File: src/rtl/dac_cmd_pkg.sv
package dac_cmd_pkg;
  localparam int FRAME_W = 24;

  typedef enum logic [3:0] {
    CMD_WR_IN      = 4'h0,
    CMD_UPD        = 4'h1,
    CMD_WR_UPD_ALL = 4'h2,
    CMD_WR_UPD     = 4'h3,
    CMD_PD_CH      = 4'h4,
    CMD_PD_ALL     = 4'h5,
    CMD_REF_INT    = 4'h6,
    CMD_REF_EXT    = 4'h7
  } cmd_e;

  typedef struct packed {
    logic [3:0]  cmd;
    logic [3:0]  addr;
    logic [15:0] payload;
  } frame_t;
endpackage

File: src/rtl/dac_frame_rx.sv
module dac_frame_rx
  import dac_cmd_pkg::*;
#(
  parameter int SYNC_STAGES = 2
) (
  input  logic   clk_i,
  input  logic   rst_ni,
  input  logic   sclk_i,
  input  logic   csn_i,
  input  logic   mosi_i,
  output frame_t frame_o,
  output logic   frame_vld_o
);
  localparam int CNT_W = $clog2(FRAME_W + 2);

  logic [SYNC_STAGES-1:0] sclk_sync, csn_sync, mosi_sync;
  logic sclk_s, csn_s, mosi_s, sclk_d, csn_d;
  logic sclk_rise, cs_rise;
  logic [FRAME_W-1:0] shreg_q;
  logic [CNT_W-1:0]   bit_cnt_q;

  always_ff @(posedge clk_i or negedge rst_ni) begin
    if (!rst_ni) begin
      sclk_sync <= '0;
      csn_sync  <= '1;
      mosi_sync <= '0;
      sclk_d    <= 1'b0;
      csn_d     <= 1'b1;
    end else begin
      sclk_sync <= {sclk_sync[SYNC_STAGES-2:0], sclk_i};
      csn_sync  <= {csn_sync[SYNC_STAGES-2:0], csn_i};
      mosi_sync <= {mosi_sync[SYNC_STAGES-2:0], mosi_i};
      sclk_d    <= sclk_s;
      csn_d     <= csn_s;
    end
  end

  assign sclk_s    = sclk_sync[SYNC_STAGES-1];
  assign csn_s     = csn_sync[SYNC_STAGES-1];
  assign mosi_s    = mosi_sync[SYNC_STAGES-1];
  assign sclk_rise = sclk_s & ~sclk_d;
  assign cs_rise   = csn_s & ~csn_d;

  always_ff @(posedge clk_i or negedge rst_ni) begin
    if (!rst_ni) begin
      shreg_q     <= '0;
      bit_cnt_q   <= '0;
      frame_vld_o <= 1'b0;
    end else if (cs_rise) begin
      frame_vld_o <= (bit_cnt_q == CNT_W'(FRAME_W));
      bit_cnt_q   <= '0;
    end else begin
      frame_vld_o <= 1'b0;
      if (!csn_s && sclk_rise) begin
        shreg_q <= {shreg_q[FRAME_W-2:0], mosi_s};
        if (bit_cnt_q != '1) bit_cnt_q <= bit_cnt_q + 1'b1;
      end
    end
  end

  assign frame_o = frame_t'(shreg_q);

  a_r1_single_pulse: assert property (@(posedge clk_i) disable iff (!rst_ni)
    frame_vld_o |=> !frame_vld_o);
  a_r1_exact_count: assert property (@(posedge clk_i) disable iff (!rst_ni)
    frame_vld_o |-> $past(bit_cnt_q) == CNT_W'(FRAME_W));
endmodule

File: src/rtl/dac_cmd_decode.sv
module dac_cmd_decode
  import dac_cmd_pkg::*;
#(
  parameter int NUM_CH = 8,
  parameter int RES    = 12
) (
  input  logic              frame_vld_i,
  input  frame_t            frame_i,
  output logic [NUM_CH-1:0] in_we_o,
  output logic [NUM_CH-1:0] act_new_o,
  output logic [NUM_CH-1:0] act_cp_o,
  output logic [NUM_CH-1:0] pd_set_o,
  output logic [NUM_CH-1:0] pd_clr_o,
  output logic [RES-1:0]    code_o,
  output logic              ref_int_o,
  output logic              ref_ext_o
);
  logic [NUM_CH-1:0] sel;
  logic addr_ok;
  cmd_e cmd;
  logic unused_lo;

  assign cmd       = cmd_e'(frame_i.cmd);
  assign code_o    = frame_i.payload[15 -: RES];
  assign unused_lo = ^frame_i.payload[15-RES:0];
  assign addr_ok   = (frame_i.addr < 4'(NUM_CH));

  for (genvar i = 0; i < NUM_CH; i++) begin : g_sel
    assign sel[i] = (frame_i.addr == 4'(i));
  end

  always_comb begin
    in_we_o   = '0;
    act_new_o = '0;
    act_cp_o  = '0;
    pd_set_o  = '0;
    pd_clr_o  = '0;
    ref_int_o = 1'b0;
    ref_ext_o = 1'b0;
    if (frame_vld_i) begin
      case (cmd)
        CMD_WR_IN: begin
          in_we_o  = sel;
          pd_clr_o = sel;
        end
        CMD_UPD: begin
          act_cp_o = sel;
          pd_clr_o = sel;
        end
        CMD_WR_UPD_ALL: if (addr_ok) begin
          in_we_o   = sel;
          act_new_o = sel;
          act_cp_o  = ~sel;
          pd_clr_o  = '1;
        end
        CMD_WR_UPD: begin
          in_we_o   = sel;
          act_new_o = sel;
          pd_clr_o  = sel;
        end
        CMD_PD_CH:   pd_set_o  = sel;
        CMD_PD_ALL:  pd_set_o  = '1;
        CMD_REF_INT: ref_int_o = 1'b1;
        CMD_REF_EXT: ref_ext_o = 1'b1;
        default: ;
      endcase
    end
  end
endmodule

File: src/rtl/dac_chan_slot.sv
module dac_chan_slot #(
  parameter int RES = 12
) (
  input  logic           clk_i,
  input  logic           rst_ni,
  input  logic           in_we_i,
  input  logic           act_new_i,
  input  logic           act_cp_i,
  input  logic           pd_set_i,
  input  logic           pd_clr_i,
  input  logic [RES-1:0] code_i,
  output logic [RES-1:0] act_o,
  output logic           pd_o
);
  logic [RES-1:0] in_q;

  always_ff @(posedge clk_i or negedge rst_ni) begin
    if (!rst_ni) begin
      in_q  <= '0;
      act_o <= '0;
      pd_o  <= 1'b0;
    end else begin
      if (in_we_i) in_q <= code_i;
      // new code wins over the staged one when both are requested
      if (act_new_i)     act_o <= code_i;
      else if (act_cp_i) act_o <= in_q;
      if (pd_set_i)      pd_o  <= 1'b1;
      else if (pd_clr_i) pd_o  <= 1'b0;
    end
  end
endmodule

File: src/rtl/dac_cmd_decoder.sv
module dac_cmd_decoder
  import dac_cmd_pkg::*;
#(
  parameter int NUM_CH      = 8,
  parameter int RES         = 12,
  parameter int SYNC_STAGES = 2
) (
  input  logic                  clk_i,
  input  logic                  rst_ni,
  input  logic                  sclk_i,
  input  logic                  csn_i,
  input  logic                  mosi_i,
  output logic [NUM_CH*RES-1:0] active_code_o,
  output logic [NUM_CH-1:0]     pd_o,
  output logic                  ext_ref_o
);
  frame_t            frm;
  logic              frm_vld;
  logic [NUM_CH-1:0] in_we, act_new, act_cp, pd_set, pd_clr;
  logic [RES-1:0]    code;
  logic              ref_int, ref_ext;

  dac_frame_rx #(.SYNC_STAGES(SYNC_STAGES)) u_rx (
    .clk_i, .rst_ni, .sclk_i, .csn_i, .mosi_i,
    .frame_o(frm), .frame_vld_o(frm_vld)
  );

  dac_cmd_decode #(.NUM_CH(NUM_CH), .RES(RES)) u_dec (
    .frame_vld_i(frm_vld), .frame_i(frm),
    .in_we_o(in_we), .act_new_o(act_new), .act_cp_o(act_cp),
    .pd_set_o(pd_set), .pd_clr_o(pd_clr), .code_o(code),
    .ref_int_o(ref_int), .ref_ext_o(ref_ext)
  );

  for (genvar i = 0; i < NUM_CH; i++) begin : g_ch
    dac_chan_slot #(.RES(RES)) u_slot (
      .clk_i, .rst_ni,
      .in_we_i(in_we[i]), .act_new_i(act_new[i]), .act_cp_i(act_cp[i]),
      .pd_set_i(pd_set[i]), .pd_clr_i(pd_clr[i]), .code_i(code),
      .act_o(active_code_o[i*RES +: RES]), .pd_o(pd_o[i])
    );

    a_r6_wr_upd_n: assert property (@(posedge clk_i) disable iff (!rst_ni)
      (frm_vld && frm.cmd == CMD_WR_UPD && frm.addr == 4'(i))
      |=> active_code_o[i*RES +: RES] == $past(frm.payload[15 -: RES]));
    a_r8_upd_all_wakes: assert property (@(posedge clk_i) disable iff (!rst_ni)
      (frm_vld && frm.cmd == CMD_WR_UPD_ALL && frm.addr < 4'(NUM_CH))
      |=> !pd_o[i]);
  end

  always_ff @(posedge clk_i or negedge rst_ni) begin
    if (!rst_ni)      ext_ref_o <= 1'b0;
    else if (ref_ext) ext_ref_o <= 1'b1;
    else if (ref_int) ext_ref_o <= 1'b0;
  end

  a_r3_write_only: assert property (@(posedge clk_i) disable iff (!rst_ni)
    (frm_vld && frm.cmd == CMD_WR_IN) |=> $stable(active_code_o));
  a_r7_pd_all: assert property (@(posedge clk_i) disable iff (!rst_ni)
    (frm_vld && frm.cmd == CMD_PD_ALL) |=> &pd_o);
  a_r9_ref_ext: assert property (@(posedge clk_i) disable iff (!rst_ni)
    (frm_vld && frm.cmd == CMD_REF_EXT) |=> ext_ref_o);
  a_r9_ref_int: assert property (@(posedge clk_i) disable iff (!rst_ni)
    (frm_vld && frm.cmd == CMD_REF_INT) |=> !ext_ref_o);
  a_r10_bad_cmd: assert property (@(posedge clk_i) disable iff (!rst_ni)
    (frm_vld && frm.cmd[3])
    |=> $stable(active_code_o) && $stable(pd_o) && $stable(ext_ref_o));
  a_r10_bad_addr: assert property (@(posedge clk_i) disable iff (!rst_ni)
    (frm_vld && frm.cmd <= 4'h4 && frm.addr >= 4'(NUM_CH))
    |=> $stable(active_code_o) && $stable(pd_o));
endmodule

File: config.mk
export PLATFORM = sky130hd
export DESIGN_NAME = dac_cmd_decoder
export DESIGN_NICKNAME = d
export VERILOG_FILES = /design/src/rtl/dac_cmd_pkg.sv /design/src/rtl/dac_frame_rx.sv /design/src/rtl/dac_cmd_decode.sv /design/src/rtl/dac_chan_slot.sv /design/src/rtl/dac_cmd_decoder.sv
export SDC_FILE = /design/constraint.sdc
export NUM_CORES = 1
export LEC_CHECK = 0
export BUFFER_PORTS_ARGS = -buffer_cell sky130_fd_sc_hd__buf_2
export CAP_MARGIN = 20
export CORE_MARGIN = 3
export CORE_UTILIZATION = 29
export CTS_BUF_LIST = sky130_fd_sc_hd__clkbuf_4
export CTS_CLUSTER_SIZE = 14
export DETAILED_ROUTE_END_ITERATION = 8
export PLACE_DENSITY = 0.42
export SLEW_MARGIN = 10
export SYNTH_ARGS = -nofsm -noshare
export SYNTH_HDL_FRONTEND = slang
export SYNTH_SLANG_ARGS = --single-unit
File: constraint.sdc
create_clock -name clk_i -period 2.9 [get_ports clk_i]
set_input_delay 0.145 -clock clk_i [delete_from_list [all_inputs] [get_ports clk_i]]
set_output_delay 0.145 -clock clk_i [all_outputs]
set_load 0.01 [all_outputs]
=== Word level (Yosys, flattened, before mapping) ===
Index checks and enable logic that the tools add are counted.

* $add $sub $neg: 1
* $lt $le $gt $ge: 1
* Equality and inequality tests: 16
* Muxes and demuxes: 55
* Bitwise operators: 6
* Reduce and logical (&&, ||, !) cells: 27

{| class="wikitable"
|+ Operators with widths
! operator !! number
|-
| $mux W12 || 16
|-
| $pmux W8 S2 || 5
|-
| $mux W8 || 8
|-
| $reduce_bool A2 Y1 || 19
|-
| $eq A4 B3 Y1 const B || 8
|-
| $mux W1 || 23
|-
| $eq A4 B2 Y1 const B || 4
|-
| $mux W5 || 3
|-
| $eq A4 B1 Y1 const B || 2
|-
| $logic_not A4 Y1 || 2
|-
| $not A8 Y8 || 1
|-
| $add A5 B1 Y5 const B || 1
|-
| $eq A5 B5 Y1 const B || 1
|-
| $ne A5 B5 Y1 const B || 1
|-
| $lt A4 B4 Y1 const B || 1
|-
| $reduce_and A2 Y1 || 2
|-
| $not A1 Y1 || 3
|-
| $reduce_or A3 Y1 || 1
|-
| $and A1 B1 Y1 || 2
|-
| $reduce_or A2 Y1 || 1
|-
| $logic_and A1 B1 Y1 || 1
|-
| $logic_not A1 Y1 || 1
|}

* Flip-flop bits (word level): 239
* Input port bits: 5
* Output and inout bits: 105
* Logic and storage cells: 139

=== Depth between registers and ports, before layout ===
Gate-level depths: netlist of run 1.

* Depth in word-level cells: 7
* Mapped depth: 7
* Mapped depth without buffers: 7

=== Cells and area by module ===
From an unflattened synthesis of run 1, not the netlist that was laid out.

* Cell total of the unflattened synthesis: 815
* Area, all modules: 10296.1 um2

{| class="wikitable"
|+ By module, submodules not included
! module !! times used !! cells an instance !! area each (um2) !! seq. area each (um2)
|-
| dac_chan_slot || 8 || 79 || 1029.7 || 625.6
|-
| dac_frame_rx || 1 || 88 || 1445.1 || 954.7
|-
| dac_cmd_decode || 1 || 92 || 576.8 || 0.0
|-
| dac_cmd_decoder || 1 || 3 || 36.3 || 25.0
|}

=== Worst setup path before layout of run 1 ===
OpenSTA, ideal clock, no wires.

* Path type: reg-to-reg
* Start: register u_rx.shreg_q[19], in the netlist u_rx.frame_o[19]
* End: register g_ch[1].u_slot.act_o[10]
* Setup time: 0.125 ns
* Arrival: 2.059 ns
* Required time: 2.775 ns
* Slack: 0.717 ns
* Stages on the path, launching flop included: 7
* Clock period less this slack: 2.183 ns
* Cell sequence: dfrtp_1 > clkbuf_1 > or3b_2 > nor2_1 > mux2i_1 > buf_2 > mux2_2

* Word-level cells in the longest chain between the ends: 6
* Elaborated cells on any way between the ends: 11
* Classes of those cells: order compare (1); eq/ne (1); mux (7); bitwise (1); reduce/logical (1)

{| class="wikitable"
|+ RTL lines
! what !! line !! source
|-
| from (decl) || dac_frame_rx.sv:19 || <nowiki>logic [FRAME_W-1:0] shreg_q;</nowiki>
|-
| from (signal assigned) || dac_frame_rx.sv:55 || <nowiki>shreg_q <= {shreg_q[FRAME_W-2:0], mosi_s};</nowiki>
|-
| parallel branches: the longest is 6 deep, another holds $lt A4 B4 Y1 || -- ||
|-
| to (signal assigned) || dac_chan_slot.sv:25 || <nowiki>if (act_new_i) act_o <= code_i;</nowiki>
|-
| to (signal assigned) || dac_chan_slot.sv:26 || <nowiki>else if (act_cp_i) act_o <= in_q;</nowiki>
|-
| to (decl) || dac_chan_slot.sv:12 || <nowiki>output logic [RES-1:0] act_o,</nowiki>
|}

Several ways; the timed one is not identified.
A chain may end at the register's enable or synchronous reset.

=== Worst setup path after layout of run 1 ===
* Start: register u_rx.shreg_q[16], in the netlist u_rx.frame_o[16]
* End: register g_ch[2].u_slot.in_q[10]

* Word-level cells in the longest chain between the ends: 4
* Elaborated cells on any way between the ends: 5
* Classes of those cells: order compare (1); eq/ne (1); mux (3)

{| class="wikitable"
|+ RTL lines
! what !! line !! source
|-
| $lt A4 B4 Y1 / $eq A4 B2 Y1 (equally long branches) || dac_cmd_decode.sv:26, dac_cmd_decode.sv:29 ||
|-
| $mux W8 || dac_cmd_decode.sv:50 || <nowiki>CMD_WR_UPD_ALL: if (addr_ok) begin</nowiki>
|-
| $pmux W8 S2 (*) || dac_cmd_decode.sv:41 || <nowiki>case (cmd)</nowiki>
|-
| $mux W8 (*) || dac_cmd_decode.sv:40 || <nowiki>if (frame_vld_i) begin</nowiki>
|-
| to (signal assigned) || dac_chan_slot.sv:23 || <nowiki>if (in_we_i) in_q <= code_i;</nowiki>
|-
| to (decl) || dac_chan_slot.sv:15 || <nowiki>logic [RES-1:0] in_q;</nowiki>
|}

Every way passes the cells marked *; elsewhere a longest branch is shown, timed or not.

==> results of run 1 <==
[metrics by stage]
stage                     cells  power (mW)  cell area (um^2)   util  setup WS [ns]
after global routing       1370        7.43             12500  0.350          0.406
after CTS                  1368        7.20             12500  0.350          0.558
final                      1370        6.99             12500  0.350          0.570
after detailed placement   1251        3.89             11600  0.325          0.584
after global placement     1251        3.88             11600  0.325          0.629
after floorplan             717        3.66             10500      -          0.717
[cell usage in the layout (no fill, tap or decap), drive strengths merged, types with 3 or more instances in the layout]
cell,n
clkinv,4
nor4b,3
mux2,313
nand2b,4
clkbuf,102
dfstp,3
a221oi,7
inv,8
dfrtp,236
nand2,27
mux2i,8
nor2,13
and4bb,3
o211ai,5
dlygate4sd3,4
nand3b,5
ha,3
buf,128
[state kept, by name, summed over array words and instances, names as in the netlist]
signal / cells
ext_ref_o: 1
g_ch.u_slot.act_o: 96
g_ch.u_slot.in_q: 96
u_rx.sclk_d: 1
u_rx.sclk_sync: 2
u_rx.mosi_sync: 2
u_rx.frame_vld_o: 1
u_rx.bit_cnt_q: 5
u_rx.frame_o: 24
u_rx.csn_d: 1
u_rx.csn_sync: 2
g_ch.u_slot.pd_o: 8
[metal layers]
metal | track usage | vias up | routed length (um)
li1 | - | 2913 | -
met1 | 0.185 | 3332 | 12400
met2 | 0.231 | 170 | 12900
met3 | 0.0410 | 47 | 1400
met4 | 0.0552 | 0 | 612
met5 | 0 | - | 0
[worst max path at each step]
| stage | from | end | slack (ns) |
|---|---|---|---|
| 2_1_floorplan | u_rx.frame_o[19] | g_ch[1].u_slot.act_o[10] | 0.72 |
| 3_3_place_gp | u_rx.frame_o[17] | g_ch[3].u_slot.act_o[7] | 0.63 |
| 3_5_place_dp | u_rx.frame_o[17] | g_ch[3].u_slot.act_o[5] | 0.58 |
| 4_1_cts | u_rx.frame_o[17] | g_ch[3].u_slot.act_o[5] | 0.56 |
| 5_1_grt | u_rx.frame_o[16] | g_ch[2].u_slot.in_q[9] | 0.41 |
| 6_report | u_rx.frame_o[16] | g_ch[2].u_slot.in_q[10] | 0.57 |
[power breakdown]
group | leakage, nW | switching (mW) | total, mW | internal (mW)
logic | 2.82 | 0.0943 | 0.170 | 0.0758
registers | 3.31 | 0.243 | 3.64 | 3.40
clock network | 0.525 | 1.41 | 3.18 | 1.77
[cell type report]
type	count	area share
Clock buffer	102	0.0614
Multi-Input combinational cell	420	0.343
Sequential cell	239	0.480
Antenna cell	2	0.000401
Tap cell	461	0.0462
Inverter	3	0.000902
Timing Repair Buffer	132	0.0612
Clock inverter	11	0.00752
[kinds of logic (layout without fill, tap and decap cells)]
logic type / after synthesis / count (layout) / synth area share
compound gates: 18 / 18 / 0.0140
xor+xnor: 3 / 3 / 0.00250
fa+ha+maj: 3 / 3 / 0.00357
buf+inv: 58 / 248 / 0.0258
flops: 239 / 239 / 0.568
mux: 321 / 321 / 0.342
other cells: 0 / 2 / 0
simple gates: 75 / 75 / 0.0434
[repair_timing]
action | CTS | global route
endpoints found under the setup margin | 0 | 0
endpoints found under the hold margin | 101 | 0
hold buffers | 4 | 0
==> metrics.cfg, run 1 <==
[die]
die_width_um = 197
dieArea_um2 = 38600
die_h_um = 197
placementRows = 69
io_pins = 110
start_util = 0.295
core-area_um2 = 35700

[worst_hold_path]
hold_class = in -> async

[sta]
setup_viol = 0
drv_slew = 0
fin_crit_ns = 2.33
fin_crit_sh = 0.803
max_slew_margin = 0.360
skew_ns = 0.0449
hold_violations = 0
fmax_ghz = 0.429
hold_slack_ns = 0.107
tns_ns = 0
rsz0062_at_grt = no
worst_slew_pin_slew_ns = 0.960

[route]
firstDrtPassIters = 4
vias_per_cell = 4.72
via_count = 6462
avgRoutedWirePerCell_um = 19.9
drc = 0
antenna_left = 0
dr.first_iter.drc_count = 264
wirelength_um = 27300

[cts]
clock-sinks = 239
cts_setup_buffers = 0
clock_latency_ns = 0.69
cts_resized = 0
cts_buffer_depth = 3
htreeDepth = 3
cts.clk_slew.worst_paths_ns = 0.06
tritoncts = built
root_buffer = clkbuf_4
cts_buffers = 73

[placement]
port_buffers = 109
gp_congestion = 0.806
dpl.hpwl_um = 17800

[yosys]
synth_area_um2 = 10500
synthTopCellsByCount = mux2_2, dfrtp_1, clkbuf_1
ys_seq_elements = 239
synthTopCellsByArea = dfrtp_1, mux2_2, clkbuf_1, nand2_1, buf_4
synth_enable_flop_cells = 0
yosysMostFrequentCell = mux2_2
mappedNetlistNets = 725
synth_top_cell_by_area = dfrtp_1
async_flop_share = 1.00
avgSynthCellArea_um2 = 14.7
synthCells = 717
synth_cell_type_count = 43
synth_seq_area_share = 0.568
synthFlopType = dfrtp_1
synth_warnings = 0
synth_top_area_frac = 0.561

[layout]
multi_input_area_um2 = 4280
regArea_um2 = 5980
nets = 877
fillers = 3474
drive_gt1_frac = 0.615
area_growth_pct = 18.5

[setup_path]
critPathMaxFanout = 16
crit_chain = nor4b_2, nand2_1, mux2_2
regToRegSetupSlack_ns = 0.57
path_depth = 3
reg2reg_from = u_rx.frame_o[16]
critPathRequiredTime_ns = 3.45
critPathBufInv = 0
regToRegEndpoint = g_ch[2].u_slot.in_q[10]
endpoint_kind = flop
critPathKind = reg -> reg
cp_slowest_cell = nor4b_2
critical_path.top_delay_family = simple AND/OR/NAND/NOR gates
reg2regPathDepth = 3
critPathLaunchType = flop
critPathMaxStageDelay_ns = 0.71
arrival_ns = 2.88

[status]
status = finished, final reports clean

[grt]
grt_usage = 0.144
grt_pass1_wl_um = 42600
grt.overflow.total = 0
grt_pass1_vias = 7121
antenna_found_initial = 1
grt_max_degree = 103

[run]
maxCapViolations = 0

[power_and_ir_drop]
pwr_density_cell_nw_per_um2 = 560
power.leakage_nw = 6.65
ir_drop_v = 0.000246

No activity file was read; power rests on OpenSTA's default activity.
==> run 2: changes to the inputs <==
clock period = 2.3 ns   (was 2.9 ns; I/O delays follow)
==> run 2 against run 1 <==
Flip-flop and latch count unchanged. Non-clock buffer count rose by 15. Utilization up 0.66 points. Design area rose by 1.9%. Clock skew fell by 0.0063 ns. Setup slack lost 0.44 ns. Combinational power up 31%. Sequential power increased by 25%. Final cell count rose by 2.2%. Count of clock-buffer cells in the layout grew 6. Power is 30% higher. Largest cell class unchanged.
==> metrics.cfg, run 2 (synthesis gave the netlist of run 1 again) <==
[status]
status = finished, final reports clean  ; unchanged

[layout]
post_layout_nonfiller_instances = 1400  ; was 1,370
area_growth_pct = 20.7  ; was 18.5%
multi_input_area_um2 = 4280  ; unchanged
regArea_um2 = 5990  ; was 5980 um^2
final_common_cell = mux2_2  ; unchanged
design_area_um2 = 12700  ; was 12,500 um^2
nets = 890  ; was 877
drive_gt1_frac = 0.620  ; was 0.615
final_cell_mix = mux2_2, dfrtp_1, clkbuf_4, buf_2, buf_4  ; was mux2_2, dfrtp_1, buf_2, clkbuf_4, nand2_1
fillers = 3476  ; was 3,474

[cts]
tritoncts = built  ; unchanged
cts_buffers = 71  ; was 73
cts_buffer_depth = 3  ; unchanged
clock_latency_ns = 0.67  ; was 0.69 ns
htreeDepth = 3  ; unchanged
root_buffer = clkbuf_4  ; unchanged
cts.clk_slew.worst_paths_ns = 0.06  ; about the same
cts_setup_buffers = 0  ; unchanged
clock-sinks = 239  ; unchanged

[sta]
tns_ns = 0  ; unchanged
skew_ns = 0.0386  ; was 0.0449 ns
fin_crit_ns = 2.17  ; was 2.33 ns
setup_viol = 0  ; unchanged
fin_crit_sh = 0.944  ; was 0.803
hold_violations = 0  ; unchanged
drv_slew = 0  ; unchanged
fmax_ghz = 0.461  ; was 0.429 GHz
worst_slew_pin_slew_ns = 0.911  ; was 0.960 ns
rsz0062_at_grt = no  ; unchanged
max_slew_margin = 0.393  ; was 0.360
hold_slack_ns = 0.0649  ; was 0.107 ns

[power_and_ir_drop]
netSwitchingFraction = 0.244  ; was 0.251
power.leakage_nw = 6.76  ; was 6.65 nW
power_frac_comb = 0.025  ; was 0.024
power_mw = 9.06  ; was 6.99 mW
pwr-share-seq = 0.503  ; was 0.521
power_frac_clock = 0.473  ; was 0.455
switchingPower_mw = 2.21  ; was 1.75 mW
pwr_density_cell_nw_per_um2 = 713  ; was 560 nW/um^2
ir_drop_v = 0.000282  ; was 0.000246 V
p_int_mw = 6.85  ; was 5.24 mW

[setup_path]
regToRegSetupSlack_ns = 0.13  ; was 0.57 ns
cp_slowest_cell = dfrtp_2  ; was nor4b_2
arrival_ns = 2.70  ; was 2.88 ns
critPathLaunchType = flop  ; unchanged
reg2regPathDepth = 5  ; was 3
regToRegEndpoint = g_ch[0].u_slot.act_o[2]  ; was g_ch[2].u_slot.in_q[10]
critPathMaxStageDelay_ns = 0.50  ; was 0.71 ns
critPathRequiredTime_ns = 2.83  ; was 3.45 ns
crit_chain = or3_1, nor2_1, mux2i_1, buf_4, mux2_2  ; was nor4b_2, nand2_1, mux2_2
critical_path.top_delay_family = multiplexers  ; was simple AND/OR/NAND/NOR gates
critPathBufInv = 1  ; was 0
endpoint_kind = flop  ; unchanged
critPathMaxFanout = 16  ; unchanged
critPathKind = reg -> reg  ; unchanged
reg2reg_from = u_rx.frame_o[16]  ; unchanged

[placement]
port_buffers = 109  ; unchanged
dp.cells = 1266  ; was 1,251
dpl.hpwl_um = 17700  ; was 17,800 um
gp_congestion = 0.780  ; was 0.806
place_area_um2 = 11700  ; was 11,600 um^2

[route]
top_layer = met4  ; unchanged
drc = 0  ; unchanged
wl_met3_um = 1330  ; was 1400 um
via_count = 6529  ; was 6,462
wirelength_um = 26700  ; was 27,300 um
antenna_left = 0  ; unchanged
met2_length_um = 12700  ; was 12,900 um
vias_per_cell = 4.66  ; was 4.72
firstDrtPassIters = 4  ; unchanged
dr.first_iter.drc_count = 252  ; was 264
avgRoutedWirePerCell_um = 19.1  ; was 19.9 um
drt-met1-wl_um = 12100  ; was 12,400 um

[die]
io_pins = 110  ; unchanged
dieArea_um2 = 38600  ; unchanged
die_width_um = 197  ; unchanged
core-area_um2 = 35700  ; unchanged
start_util = 0.295  ; unchanged
die_h_um = 197  ; unchanged
placementRows = 69  ; unchanged

[run]
maxCapViolations = 0  ; unchanged

[grt]
grt_max_degree = 81  ; was 103
antenna_found_initial = 2  ; was 1
grt_pass1_vias = 7301  ; was 7,121
grt.overflow.total = 0  ; unchanged
grt_usage = 0.140  ; was 0.144
grt_pass1_wl_um = 42000  ; was 42,600 um

[worst_hold_path]
hold_class = in -> async  ; unchanged

run 2: cell count changes in the layout (fill, tap and decap cells not counted):
| cell | before | now |
|---|---|---|
| buf_12 | 2 | 3 |
| buf_4 | 17 | 31 |
| bufinv_16 | 2 | 3 |
| clkbuf_4 | 102 | 108 |
| clkinv_1 | 4 | 12 |
| clkinvlp_4 | 0 | 1 |
| dfrtp_1 | 236 | 234 |
| dfrtp_2 | 0 | 2 |
| diode_2 | 2 | 4 |
| inv_2 | 5 | 2 |
run 2: worst reg2reg max path, cell delays in order (launching register included):
cell and delay [ns]:
dfrtp_2 0.50, or3_1 0.45, nor2_1 0.15, mux2i_1 0.29
buf_4 0.28, mux2_2 0.36
run 2: area by class of cell:
cell class | count | share of cell area
Clock inverter | 18 | 0.0118
Inverter | 3 | 0.000886
Timing Repair Buffer | 147 | 0.0699
Tap cell | 461 | 0.0454
Multi-Input combinational cell | 420 | 0.337
Sequential cell | 239 | 0.471
Antenna cell | 4 | 0.000787
Clock buffer | 108 | 0.0638
run 2: per-layer routing:
layer	GRT usage	up-vias
li1	-	2974
met1	0.183	3350
met3	0.0371	46
met4	0.0536	0
met5	0	-
met2	0.225	159
run 2: worst max-delay path by stage:
stage | start | end | slack [ns] | cells after the start
after global routing | u_rx.frame_o[23] | g_ch[0].u_slot.in_q[7] | 0.02 | 5
after floorplan | u_rx.frame_o[19] | g_ch[1].u_slot.act_o[10] | 0.12 | 6
final | u_rx.frame_o[16] | g_ch[0].u_slot.act_o[2] | 0.13 | 5
after global placement | u_rx.frame_o[16] | g_ch[0].u_slot.act_o[7] | 0.09 | 5
after CTS | u_rx.frame_o[16] | g_ch[0].u_slot.act_o[2] | 0.05 | 5
after detailed placement | u_rx.frame_o[16] | g_ch[0].u_slot.act_o[3] | 0.09 | 5
run 2: power groups by stage:
stage / Sequential [mW] / Clock (mW) / Combinational, mW
after detailed placement: 4.65 / 0 / 0.226
after CTS: 4.57 / 4.53 / 0.234
after floorplan: 4.44 / 0 / 0.177
after global routing: 4.59 / 4.78 / 0.256
final: 4.56 / 4.28 / 0.223
after global placement: 4.64 / 0 / 0.214
run 2: stage by stage:
step | worst slack [ns] | utilization
floorplan | 0.117 | -
global placement | 0.0938 | 0.328
detailed placement | 0.0859 | 0.328
CTS | 0.0482 | 0.356
global route | 0.0178 | 0.357
finish | 0.129 | 0.357
run 2: timing repair:
action	4_1_cts	5_1_grt
gates resized for setup	0	2
endpoints found under the setup margin	0	17
endpoints found under the hold margin	217	0
hold buffers	4	0
==> run 3: changes to the inputs <==
==> constraint.sdc (replaced) <==
create_clock -name clk_i -period 2.3 [get_ports clk_i]
set_input_delay 0.23 -clock clk_i [delete_from_list [all_inputs] [get_ports clk_i]]
set_output_delay 0.23 -clock clk_i [all_outputs]
set_load 0.01 [all_outputs]
==> run 3 against run 2 <==
Clock power decreased by 9.8%. Routed wire length about the same. Flip-flop and latch count stayed put. Final cell count down 0.36%. Sequential share of layout area is 0.34 points higher. Clock skew down 0.013 ns. Design area down 0.74%. Setup slack got worse by 0.0040 ns. Critical endpoint is now g_ch[0].u_slot.act_o[7]. Largest cell class unchanged.
==> metrics.cfg, run 3 (synthesis gave the netlist of run 1 again) <==
[layout]
regArea_um2 = 5990  ; about the same
area_growth_pct = 19.8  ; was 20.7%
drive_gt1_frac = 0.616  ; was 0.620
fillers = 3529  ; was 3,476
final_cell_mix = mux2_2, dfrtp_1, buf_2, clkbuf_4, buf_4  ; was mux2_2, dfrtp_1, clkbuf_4, buf_2, buf_4
nets = 893  ; was 890
multi_input_area_um2 = 4290  ; was 4280 um^2
final_common_cell = mux2_2  ; unchanged

[sta]
setup_viol = 0  ; unchanged
fin_crit_ns = 2.17  ; about the same
worst_slew_pin_slew_ns = 0.851  ; was 0.911 ns
skew_ns = 0.0252  ; was 0.0386 ns
fin_crit_sh = 0.946  ; was 0.944
drv_slew = 0  ; unchanged
max_slew_margin = 0.433  ; was 0.393
fmax_ghz = 0.460  ; was 0.461 GHz
rsz0062_at_grt = no  ; unchanged
tns_ns = 0  ; unchanged
hold_violations = 0  ; unchanged
fin_ws_ns = 0.125  ; was 0.129 ns

[cts]
cts.clk_slew.worst_paths_ns = 0.06  ; about the same
tritoncts = built  ; unchanged
cts_buffers = 72  ; was 71
cts_buffer_depth = 3  ; unchanged
cts_setup_buffers = 0  ; unchanged
clock-sinks = 239  ; unchanged
clock_latency_ns = 0.67  ; about the same
root_buffer = clkbuf_4  ; unchanged
htreeDepth = 3  ; unchanged

[route]
wirelength_um = 26700  ; about the same
vias_per_cell = 4.69  ; was 4.66
firstDrtPassIters = 4  ; unchanged
drc = 0  ; unchanged
via_count = 6540  ; was 6,529
dr.first_iter.drc_count = 190  ; was 252
antenna_left = 0  ; unchanged
avgRoutedWirePerCell_um = 19.1  ; about the same

[grt]
grt.overflow.total = 0  ; unchanged
antenna_found_initial = 2  ; unchanged
grt_max_degree = 81  ; unchanged
grt_usage = 0.141  ; was 0.140
grt_pass1_wl_um = 42000  ; about the same
grt_pass1_vias = 7311  ; was 7,301

[power_and_ir_drop]
power_frac_comb = 0.026  ; was 0.025
ir_drop_v = 0.000239  ; was 0.000282 V
power_frac_clock = 0.447  ; was 0.473
power.leakage_nw = 6.72  ; was 6.76 nW
p_int_mw = 6.44  ; was 6.85 mW
switchingPower_mw = 2.21  ; about the same
netSwitchingFraction = 0.256  ; was 0.244
pwr_density_cell_nw_per_um2 = 686  ; was 713 nW/um^2
pwr-share-seq = 0.528  ; was 0.503
power_mw = 8.65  ; was 9.06 mW

[die]
dieArea_um2 = 38600  ; unchanged
die_h_um = 197  ; unchanged
core-area_um2 = 35700  ; unchanged
start_util = 0.295  ; unchanged
placementRows = 69  ; unchanged
die_width_um = 197  ; unchanged
io_pins = 110  ; unchanged

[setup_path]
critPathKind = reg -> reg  ; unchanged
arrival_ns = 2.71  ; was 2.70 ns
critPathLaunchType = flop  ; unchanged
critPathMaxFanout = 14  ; was 16
reg2reg_from = u_rx.frame_o[19]  ; was u_rx.frame_o[16]
critPathRequiredTime_ns = 2.83  ; about the same
endpoint_kind = flop  ; unchanged
reg2regPathDepth = 5  ; unchanged
crit_start = u_rx.frame_o[19]  ; was u_rx.frame_o[16]
regToRegEndpoint = g_ch[0].u_slot.act_o[7]  ; was g_ch[0].u_slot.act_o[2]
critPathCapture = g_ch[0].u_slot.act_o[7]  ; was g_ch[0].u_slot.act_o[2]
regToRegSetupSlack_ns = 0.13  ; about the same

[status]
status = finished, final reports clean  ; unchanged

[placement]
pre_cts_slack_ns = 0.0404  ; was 0.0859 ns
port_buffers = 109  ; unchanged
dpl.hpwl_um = 17500  ; was 17,700 um
gp_congestion = 0.758  ; was 0.780

[worst_hold_path]
hold_class = in -> async  ; unchanged

[run]
maxCapViolations = 0  ; unchanged

-- run 3: changes by cell type in the layout (fill, tap and decap cells not counted) --
cell        before  now
dfrtp_2          2    1
clkinvlp_4       1    0
nand2_1         27   26
diode_2          4    1
nand2_2          0    1
nor4b_4          0    1
dfrtp_1        234  235
clkbuf_4       108  104
clkinv_1        12   15
clkinv_2         0    1
buf_4           31   33
bufinv_16        3    0
nor4b_2          3    2
-- run 3: power groups by stage --
| stage | Clock, mW | Sequential, mW | Combinational [mW] |
|---|---|---|---|
| after detailed placement | 0 | 4.66 | 0.228 |
| after global placement | 0 | 4.65 | 0.215 |
| after CTS | 4.09 | 4.58 | 0.235 |
| after floorplan | 0 | 4.44 | 0.177 |
| after global routing | 4.33 | 4.60 | 0.256 |
| final | 3.86 | 4.57 | 0.223 |
-- run 3: final cells by class --
type,instances,area share
flip-flops and latches,239,0.474
diodes,1,0.000198
multi-input cells,420,0.340
clock inverters,18,0.00545
clock buffers,104,0.0619
inverters,3,0.000892
repair buffers,149,0.0716
well taps,461,0.0457
-- run 3: worst min path at each step --
stage / to / slack [ns] / cells past startpoint
6_report: u_rx.sclk_sync[0] / 0.16 / 2
3_3_place_gp: u_rx.sclk_sync[0] / 0.27 / 1
4_1_cts: u_rx.sclk_sync[0] / 0.11 / 2
3_5_place_dp: u_rx.sclk_sync[0] / 0.27 / 1
5_1_grt: u_rx.sclk_sync[0] / 0.16 / 2
2_1_floorplan: ext_ref_o / -0.07 / 0
-- run 3: repair_timing --
| action | in CTS | in global routing |
|---|---|---|
| resized for setup | 0 | 3 |
| endpoints found under the setup margin | 0 | 5 |
| endpoints found under the hold margin | 110 | 0 |
| hold buffers | 4 | 0 |
-- run 3: critical path, stage by stage (launching register included) --
cell	delay (ns)
dfrtp_1	0.54
or3_1	0.48
nor2_1	0.14
mux2i_1	0.26
buf_4	0.27
mux2_2	0.36
-- run 3: metal layers --
layer | global-route usage | share of wire
met1 | 0.182 | 0.45
met2 | 0.230 | 0.48
met3 | 0.0342 | 0.045
met4 | 0.0555 | 0.021
met5 | 0 | 0
-- run 3: stage by stage --
step / cell area (um^2) / cells / util / hold WS (ns)
after detailed placement: 11700 / 1268 / 0.329 / 0.274
after CTS: 12600 / 1394 / 0.353 / 0.108
after floorplan: 10500 / 717 / - / -0.0656
after global placement: 11700 / 1268 / 0.329 / 0.268
after global routing: 12600 / 1395 / 0.354 / 0.162
final: 12600 / 1395 / 0.354 / 0.165
